==> src/rtl/hbi_pkg.sv <==
package hbi_pkg;
  typedef enum logic [1:0] {
    ST_IDLE = 2'd0,
    ST_STEP = 2'd1,
    ST_ACK  = 2'd2
  } hbi_state_e;
endpackage

==> src/rtl/hbi_sync.sv <==
module hbi_sync #(
  parameter int   STAGES  = 2,
  parameter logic RST_VAL = 1'b0
) (
  input  logic clk,
  input  logic rst_n,
  input  logic d,
  output logic q
);
  logic [STAGES-1:0] pipe_q;
  logic [STAGES-1:0] pipe_d;

  always_comb pipe_d = {pipe_q[STAGES-2:0], d};

  always_ff @(posedge clk or negedge rst_n) begin
    if (!rst_n) pipe_q <= {STAGES{RST_VAL}};
    else        pipe_q <= pipe_d;
  end

  assign q = pipe_q[STAGES-1];
endmodule

==> src/rtl/hbi_ctrl.sv <==
module hbi_ctrl
  import hbi_pkg::*;
#(
  parameter int SYNC_STAGES = 2
) (
  input  logic clk,
  input  logic rst_n,
  input  logic mode,
  input  logic cs_n,
  input  logic strb_n,
  input  logic dir,
  output logic cap_o,
  output logic step_o,
  output logic acc_rd_o,
  output logic hs_act_o,
  output logic rd_drive_o
);
  logic act_raw, rd_strb_raw, act_s, prev_q, start;
  logic acc_rd_q, acc_rd_d;
  hbi_state_e state_q, state_d;

  // Raw request: any strobe of the selected convention, gated by chip select
  assign act_raw     = !cs_n && (mode ? !strb_n : (!strb_n || !dir));
  assign rd_strb_raw = !cs_n && !strb_n && (mode ? dir : 1'b1);

  hbi_sync #(.STAGES(SYNC_STAGES), .RST_VAL(1'b0)) u_act_sync (
    .clk(clk), .rst_n(rst_n), .d(act_raw), .q(act_s)
  );

  assign start = act_s && !prev_q;
  assign cap_o = (state_q == ST_IDLE) && start;

  always_comb begin
    state_d  = state_q;
    acc_rd_d = acc_rd_q;
    unique case (state_q)
      ST_IDLE: if (start) begin
        state_d  = ST_STEP;
        acc_rd_d = mode ? dir : !strb_n;
      end
      ST_STEP: state_d = ST_ACK;
      ST_ACK:  if (!act_s) state_d = ST_IDLE;
      default: state_d = ST_IDLE;
    endcase
  end

  always_ff @(posedge clk or negedge rst_n) begin
    if (!rst_n) begin
      state_q  <= ST_IDLE;
      acc_rd_q <= 1'b0;
      prev_q   <= 1'b0;
    end else begin
      state_q  <= state_d;
      acc_rd_q <= acc_rd_d;
      prev_q   <= act_s;
    end
  end

  assign step_o     = (state_q == ST_STEP);
  assign acc_rd_o   = acc_rd_q;
  assign hs_act_o   = (state_q == ST_ACK) && act_raw;
  assign rd_drive_o = (state_q == ST_ACK) && acc_rd_q && rd_strb_raw;

  // the acknowledge phase is only ever entered from the access cycle
  a_r5_ack_from_step: assert property (@(posedge clk) disable iff (!rst_n)
    (state_q == ST_ACK && $past(state_q) != ST_ACK) |-> $past(state_q) == ST_STEP);
endmodule

==> src/rtl/hbi_datapath.sv <==
module hbi_datapath #(
  parameter int AW = 8,
  parameter int DW = 16
) (
  input  logic          clk,
  input  logic          rst_n,
  input  logic          byte_mode,
  input  logic [AW-1:0] addr,
  input  logic [DW-1:0] d_i,
  input  logic          cap,
  input  logic          step,
  input  logic          acc_rd,
  output logic [AW-1:0] reg_addr,
  output logic          reg_we,
  output logic [DW-1:0] reg_wdata,
  input  logic [DW-1:0] reg_rdata,
  output logic [DW-1:0] rd_data
);
  localparam int BW = DW / 2;

  logic [AW-1:0] acc_addr_q, acc_addr_d;
  logic [DW-1:0] acc_wd_q, acc_wd_d;
  logic          acc_b8_q, acc_b8_d;
  logic [BW-1:0] hold_q, hold_d;
  logic [DW-1:0] rd_q, rd_d;
  logic          lo_wr;
  logic [BW-1:0] rd_byte;

  assign lo_wr = step && !acc_rd && acc_b8_q && !acc_addr_q[0];

  always_comb begin
    acc_addr_d = acc_addr_q;
    acc_wd_d   = acc_wd_q;
    acc_b8_d   = acc_b8_q;
    hold_d     = hold_q;
    rd_d       = rd_q;
    if (cap) begin
      acc_addr_d = addr;
      acc_wd_d   = d_i;
      acc_b8_d   = byte_mode;
    end
    if (lo_wr)           hold_d = acc_wd_q[BW-1:0];
    if (step && acc_rd)  rd_d   = reg_rdata;
  end

  always_ff @(posedge clk or negedge rst_n) begin
    if (!rst_n) begin
      acc_addr_q <= '0;
      acc_wd_q   <= '0;
      acc_b8_q   <= 1'b0;
      hold_q     <= '0;
      rd_q       <= '0;
    end else begin
      acc_addr_q <= acc_addr_d;
      acc_wd_q   <= acc_wd_d;
      acc_b8_q   <= acc_b8_d;
      hold_q     <= hold_d;
      rd_q       <= rd_d;
    end
  end

  assign reg_we    = step && !acc_rd && (!acc_b8_q || acc_addr_q[0]);
  assign reg_addr  = acc_b8_q ? {1'b0, acc_addr_q[AW-1:1]} : acc_addr_q;
  assign reg_wdata = acc_b8_q ? {acc_wd_q[BW-1:0], hold_q} : acc_wd_q;
  assign rd_byte   = acc_addr_q[0] ? rd_q[DW-1:BW] : rd_q[BW-1:0];
  assign rd_data   = acc_b8_q ? {{(DW-BW){1'b0}}, rd_byte} : rd_q;

  // a register write is a single-cycle pulse per access
  a_r10_we_single: assert property (@(posedge clk) disable iff (!rst_n)
    reg_we |=> !reg_we);
  // the held byte changes only on a low-byte write cycle
  a_r8_hold_stable: assert property (@(posedge clk) disable iff (!rst_n)
    !lo_wr |=> $stable(hold_q));
endmodule

==> src/rtl/hostbus_bridge.sv <==
module hostbus_bridge #(
  parameter int AW          = 8,
  parameter int DW          = 16,
  parameter int SYNC_STAGES = 2
) (
  input  logic          clk,
  input  logic          rst_n,
  input  logic          host_mode,
  input  logic          host_byte_mode,
  input  logic          host_cs_n,
  input  logic          host_strb_n,
  input  logic          host_dir,
  input  logic [AW-1:0] host_addr,
  input  logic [DW-1:0] host_d_i,
  output logic [DW-1:0] host_d_o,
  output logic          host_d_oe,
  output logic          host_hs,
  output logic [AW-1:0] reg_addr,
  output logic          reg_we,
  output logic [DW-1:0] reg_wdata,
  input  logic [DW-1:0] reg_rdata
);
  logic rst_q;
  logic cap, step, acc_rd, hs_act, rd_drive;

  // Asynchronous assertion, synchronous release
  hbi_sync #(.STAGES(2), .RST_VAL(1'b0)) u_rst_sync (
    .clk(clk), .rst_n(rst_n), .d(1'b1), .q(rst_q)
  );

  hbi_ctrl #(.SYNC_STAGES(SYNC_STAGES)) u_ctrl (
    .clk(clk), .rst_n(rst_q), .mode(host_mode), .cs_n(host_cs_n),
    .strb_n(host_strb_n), .dir(host_dir), .cap_o(cap), .step_o(step),
    .acc_rd_o(acc_rd), .hs_act_o(hs_act), .rd_drive_o(rd_drive)
  );

  hbi_datapath #(.AW(AW), .DW(DW)) u_dp (
    .clk(clk), .rst_n(rst_q), .byte_mode(host_byte_mode), .addr(host_addr),
    .d_i(host_d_i), .cap(cap), .step(step), .acc_rd(acc_rd),
    .reg_addr(reg_addr), .reg_we(reg_we), .reg_wdata(reg_wdata),
    .reg_rdata(reg_rdata), .rd_data(host_d_o)
  );

  assign host_d_oe = rd_drive;
  assign host_hs   = host_mode ? !hs_act : hs_act;

  // the pad driver is never enabled without chip select
  a_r7_oe_needs_cs: assert property (@(posedge clk) disable iff (!rst_q)
    host_d_oe |-> !host_cs_n);
  // the pad driver is only enabled for a read access
  a_r7_oe_read_only: assert property (@(posedge clk) disable iff (!rst_q)
    host_d_oe |-> acc_rd);
endmodule

==> config.mk <==
export PLATFORM = sky130hd
export DESIGN_NAME = hostbus_bridge
export DESIGN_NICKNAME = d
export VERILOG_FILES = /design/src/rtl/hbi_pkg.sv /design/src/rtl/hbi_sync.sv /design/src/rtl/hbi_ctrl.sv /design/src/rtl/hbi_datapath.sv /design/src/rtl/hostbus_bridge.sv
export SDC_FILE = /design/constraint.sdc
export NUM_CORES = 1
export LEC_CHECK = 0
export BUFFER_PORTS_ARGS = -buffer_cell sky130_fd_sc_hd__buf_2
export CAP_MARGIN = 20
export CORE_AREA = 2 2 58 102
export DETAILED_ROUTE_END_ITERATION = 10
export DIE_AREA = 0 0 60 104
export GPL_ROUTABILITY_DRIVEN = 0
export PLACE_DENSITY = 0.79
export SLEW_MARGIN = 20
export SYNTH_ARGS = -nofsm -noshare
export SYNTH_HDL_FRONTEND = slang
export SYNTH_SLANG_ARGS = --single-unit
==> constraint.sdc <==
create_clock -name clk -period 2.4 [get_ports clk]
set_input_delay 0.36 -clock clk [delete_from_list [all_inputs] [get_ports clk]]
set_output_delay 0.36 -clock clk [all_outputs]
set_load 0.1 [all_outputs]
==> results of run 1 <==
-- flip-flops by register name (all words and copies together) (netlist names) --
register                  flops
u_rst_sync.pipe_q             2
u_ctrl.prev_q                 1
u_ctrl.state_q                2
u_dp.acc_addr_q               8
u_dp.acc_wd_q                16
u_dp.acc_b8_q                 1
u_dp.rd_q                    16
u_ctrl.acc_rd_o               1
u_dp.hold_q                   8
u_ctrl.u_act_sync.pipe_q      2
-- critical path, stage by stage, from the launching register on --
cell     delay [ns]
dfrtp_1        0.42
nor3b_1        0.26
and2_1         0.20
and3_1         0.15
buf_2          0.42
-- cells in the final DEF, fill, tap and decap left out, drive strengths merged --
cell type	count
buf	95
mux2	80
dfrtp	57
clkbuf	13
nor2b	9
nor2	4
clkinv	3
nand2	3
a21oi	3
nand2b	2
nor3b	2
and2b	2
nand3b	2
inv	1
and2	1
and3	1
nor4b	1
o21ai	1
dlygate4sd3	1
conb	1
-- cell usage after synthesis (all sizes together) --
| cell | n |
|---|---|
| and3 | 1 |
| dfrtp | 57 |
| and2 | 1 |
| o21ai | 1 |
| and2b | 2 |
| conb | 1 |
| nand3b | 2 |
| inv | 1 |
| nor2b | 9 |
| nand2 | 3 |
| nor3b | 2 |
| mux2 | 80 |
| nor4b | 1 |
| nand2b | 2 |
| nor2 | 4 |
| a21oi | 3 |
| buf | 8 |
-- stage by stage --
step	cells	worst slack, ns
after floorplan	178	0.01372
after global placement	341	0.6059
after detailed placement	341	0.5808
after CTS	358	0.2342
after global routing	358	0.09271
final	358	0.2550
-- routing by layer --
metal,vias up,track usage [%],part of all wire [%]
met1,851,23.50,37
met4,0,8.889,2.1
li1,825,-,-
met5,-,0,0
met3,9,7.463,6.2
met2,71,33.39,54
-- worst max path at each step --
| stage | slack [ns] | cells after the start | start | endpoint |
|---|---|---|---|---|
| after floorplan | 0.01 | 3 | u_dp.acc_b8_q | host_d_o[10] |
| after global placement | 0.61 | 5 | host_cs_n | host_d_oe |
| after detailed placement | 0.58 | 5 | host_cs_n | host_d_oe |
| after CTS | 0.23 | 4 | u_ctrl.state_q[0] | host_d_oe |
| after global routing | 0.09 | 4 | u_ctrl.state_q[0] | host_d_oe |
| final | 0.25 | 4 | u_ctrl.state_q[0] | host_d_oe |
-- cells by family after synthesis --
| kind of cell | after synthesis | share of synthesized area, % |
|---|---|---|
| compound gates | 4 | 0.7597 |
| buf+inv | 9 | 2.422 |
| other cells | 1 | 0.1424 |
| simple gates | 27 | 6.888 |
| mux | 80 | 35.63 |
| flops | 57 | 54.16 |
-- what timing repair did --
| action | 4_1_cts | 5_1_grt |
|---|---|---|
| setup endpoints to repair | 0 | 0 |
| hold buffers | 1 | 0 |
| endpoints found under the hold margin | 2 | 0 |
| gates resized for setup | 0 | 0 |
-- layout make-up --
type | count | area (µm²) | area share [%]
timing repair buffer | 96 | 980.9 | 25.53
inverter | 1 | 3.754 | 0.09769
sequential | 57 | 1428 | 37.15
multi-input combinational | 112 | 1161 | 30.22
clock buffer | 13 | 158.9 | 4.135
tap | 76 | 95.09 | 2.475
clock inverter | 3 | 15.01 | 0.3908
==> impl_metrics.tcl, run 1 <==
set metrics [dict create \
    outcome "finished clean" \
    via_count 1756 \
    synthDistinctLibCells 25 \
    critPathRequiredTime_ns 2.04 \
    end_kind "primary output" \
    grt_overflow 0 \
    grt_max_degree 32 \
    max_freq_ghz 0.4662 \
    nNetsFinal 324 \
    worstHoldStart "host_cs_n" \
    hold_depth 2 \
    ant_nets 0 \
    cts_root_buf "clkbuf_8" \
    hold_class "input pin to flip-flop" \
    cts_tree "yes" \
    min_to "u_ctrl.u_act_sync.pipe_q[0]" \
    routed_wl_um 5594 \
    synth_area_leaders "dfrtp_1 54%, mux2_1 27%, mux2_4 5.7%" \
    syn_area_um2 2634 \
    synth-seq-cells 57 \
    crit_path_start_kind "flip-flop" \
    core-area_um2 5450 \
    die_y_um 104 \
    grt_pass1_vias 1971 \
    layout_min_cycle_time_ns 2.145 \
    seq_area_frac_synth_pct 54.16 \
    rsz0062_at_grt "no" \
    critPathMaxFanout 4 \
    die_area_um2 6240 \
    whs_ns 0.1915 \
    fin_area_um2 3842 \
    synthToLayoutAreaGrowth_pct 45.89 \
    drive_above_1_share_pct 47.16 \
    rows 36 \
    start_util_pct 48.32 \
    port-buffer-count 89 \
    r2r_setup_slack_ns 0.78 \
    postCtsSetupBuffers 0 \
    n_antenna_cell 0 \
    dp_hpwl_um 4252 \
    routedWlPerCell_um 15.63 \
    fin_crit_sh_pct 89.38 \
    grt_pass1_wl_um 9473 \
    die_w_um 60 \
    finalSetupViolations 0 \
    ios 90 \
    fill_cells 385 \
    cap_violations 0 \
    avgViaCountPerCell 4.905 \
    synthCells 178 \
    track_usage_pct 20.57 \
    clk_latency_ns 0.33 \
    drt_iter0_drc 23 \
    avgSynthCellArea_um2 14.80 \
    htree_num_levels 3 \
    cp.arrival_ns 1.79 \
    cts.sinks 57 \
    slew_viol_final 0 \
    hold_viol 0 \
    worstSetupPathType "flip-flop to primary output" \
    synth_top_area_share_pct 54.16 \
    clock_path_buffers 2 \
    synth_top_area_cell "dfrtp_1" \
    yosys_warnings 0 \
    clkTransAtPathRegs_ns 0.06 \
    r2r_cells 4 \
    worst_r2r_endpoint "u_dp.hold_q[2]" \
    fin_tns_setup_ns 0 \
    numCtsBuffers 9 \
    fin_skew_ns 0.007361 \
    drc_errors 0 \
    antenna_found_initial 0 \
    synthesis.nets 225 \
    firstDrtPassIters 4 \
    placed_cell_area_um2 3659 \
    fin_util_pct 70.50 \
    regToRegStartpoint "u_dp.acc_b8_q" \
]
Power of run 1 is not shown: default switching activity piles up to over one toggle a cycle in this logic, so the estimate is an artifact.
==> inputs of run 2 (changes only) <==
--- a/config.mk
+++ b/config.mk
@@ -16,3 +16,4 @@
 export SYNTH_ARGS = -nofsm -noshare
 export SYNTH_HDL_FRONTEND = slang
 export SYNTH_SLANG_ARGS = --single-unit
+export TNS_END_PERCENT = 10
==> constraint.sdc (replaced) <==
create_clock -name clk -period 2.1 [get_ports clk]
set_input_delay 0.315 -clock clk [delete_from_list [all_inputs] [get_ports clk]]
set_output_delay 0.315 -clock clk [all_outputs]
set_load 0.1 [all_outputs]
==> impl_metrics.tcl, run 2 (synthesis gave the netlist of run 1 again) <==
set metrics [dict create \
    cp.arrival_ns 1.69 \
    fill_cells 360 \
    grt_max_degree 56 \
    n_antenna_cell 0 \
    dp_hpwl_um 4215 \
    cts_root_buf "clkbuf_8" \
    nNetsFinal 323 \
    rows 36 \
    layout_min_cycle_time_ns 2.007 \
    max_freq_ghz 0.4982 \
    htree_num_levels 3 \
    slowest_delay_ns 0.42 \
    cp_slowest_cell "mux2_1" \
    use_met2_pct 36.26 \
    postCtsSetupBuffers 0 \
    outcome "finished clean" \
    clock_path_buffers 2 \
    hold_viol 0 \
    placed_cell_area_um2 3664 \
    layout_common_cells "63 x mux2_1, 56 x dfrtp_1, 55 x buf_2, 33 x buf_12, 11 x clkbuf_8" \
    met1_usage_pct 24.83 \
    ant_nets 0 \
    fin_ws_ns 0.09260 \
    fin_area_um2 3916 \
    drive_above_1_share_pct 48.04 \
    clkTransAtPathRegs_ns 0.06 \
    critPathRequiredTime_ns 1.78 \
    grt_overflow 0 \
    cap_violations 0 \
    worstSetupPathType "flip-flop to primary output" \
    grt_pass1_wl_um 10040 \
    core-area_um2 5450 \
    reg.largest.list "u_dp.acc_wd_q (16), u_dp.rd_q (16)" \
    die_y_um 104 \
    cts.sinks 57 \
    synthToLayoutAreaGrowth_pct 48.69 \
    start_util_pct 48.32 \
    track_usage_pct 21.91 \
    hold_class "input pin to flip-flop" \
    antenna_found_initial 0 \
    place_ws_ns 0.3245 \
    path_cells "nand2_1 > mux2_1 > buf_12" \
    ios 90 \
    port-buffer-count 89 \
    grt.busiest_layer "met2" \
    numCtsBuffers 9 \
    firstDrtPassIters 4 \
    cts_tree "yes" \
    fin_crit_sh_pct 95.59 \
    avgViaCountPerCell 4.989 \
    drc_errors 0 \
    finalSetupViolations 0 \
    crit_path_start_kind "flip-flop" \
    use_met3_pct 8.209 \
    slew_viol_final 0 \
    routedWlPerCell_um 16.31 \
    drt_iter0_drc 41 \
    fin_skew_ns 0.008948 \
    clk_latency_ns 0.34 \
    die_area_um2 6240 \
    grt_pass1_vias 2038 \
    end_kind "primary output" \
    final_common_cell "mux2_1" \
    fin_util_pct 71.85 \
    rsz0062_at_grt "no" \
    die_w_um 60 \
    via_count 1781 \
    routed_wl_um 5823 \
    critPathMaxFanout 8 \
]
[run 2: cell count changes in the layout (fill, tap and decap cells not counted), moves of 2 or more]
cell / previous run / this run
buf_2: 57 / 55
clkbuf_1: 2 / 0
bufinv_16: 0 / 2
buf_4: 6 / 4
[run 2: critical path, delay by kind of cell, from the launching register on]
family	cells	cell delay [ns]
multiplexers	1	0.42
flip-flops	1	0.41
AND/OR/NAND/NOR	1	0.33
buffers and inverters	1	0.19
[run 2: path summary, 6_finish.rpt]
path	end	cells past startpoint	from	slack [ns]
min reg2reg	u_dp.acc_wd_q[14]	1	u_rst_sync.pipe_q[1]	0.25
min in group asynchronous	u_dp.acc_wd_q[14]	1	u_rst_sync.pipe_q[1]	0.25
min	u_ctrl.u_act_sync.pipe_q[0]	2	host_cs_n	0.16
max in group asynchronous	u_dp.acc_wd_q[1]	1	u_rst_sync.pipe_q[1]	1.58
max reg2reg	u_dp.hold_q[1]	4	u_dp.acc_b8_q	0.54
max	host_d_o[1]	3	u_dp.acc_b8_q	0.09
[run 2: through the flow]
step,std cells,hold slack [ns],setup TNS (ns)
2_1_floorplan,178,0.01941,-2.267
3_3_place_gp,340,0.09910,0
3_5_place_dp,340,0.1032,0
4_1_cts,357,0.1363,0
5_1_grt,357,0.1476,0
6_report,357,0.1638,0
[run 2: layer usage]
metal | vias to the layer above | routed length (µm)
li1 | 818 | -
met1 | 879 | 2124
met2 | 76 | 3245
met3 | 8 | 371
met4 | 0 | 82
met5 | - | 0
[run 2: layout make-up]
class | instances | area [µm²] | area share [%]
Timing Repair Buffer | 95 | 994.7 | 25.40
Clock buffer | 11 | 151.4 | 3.866
Inverter | 1 | 3.754 | 0.09585
Sequential cell | 57 | 1428 | 36.45
Tap cell | 76 | 95.09 | 2.428
Clock inverter | 5 | 77.57 | 1.981
Multi-Input combinational cell | 112 | 1166 | 29.78
[run 2: repair_timing]
action | 4_1_cts | 5_1_grt
hold endpoints to repair | 2 | 0
gates resized for setup | 1 | 3
cloned | 0 | 0
setup endpoints to repair | 1 | 2
hold buffers | 1 | 0
Power of run 2 is left out for the same reason.
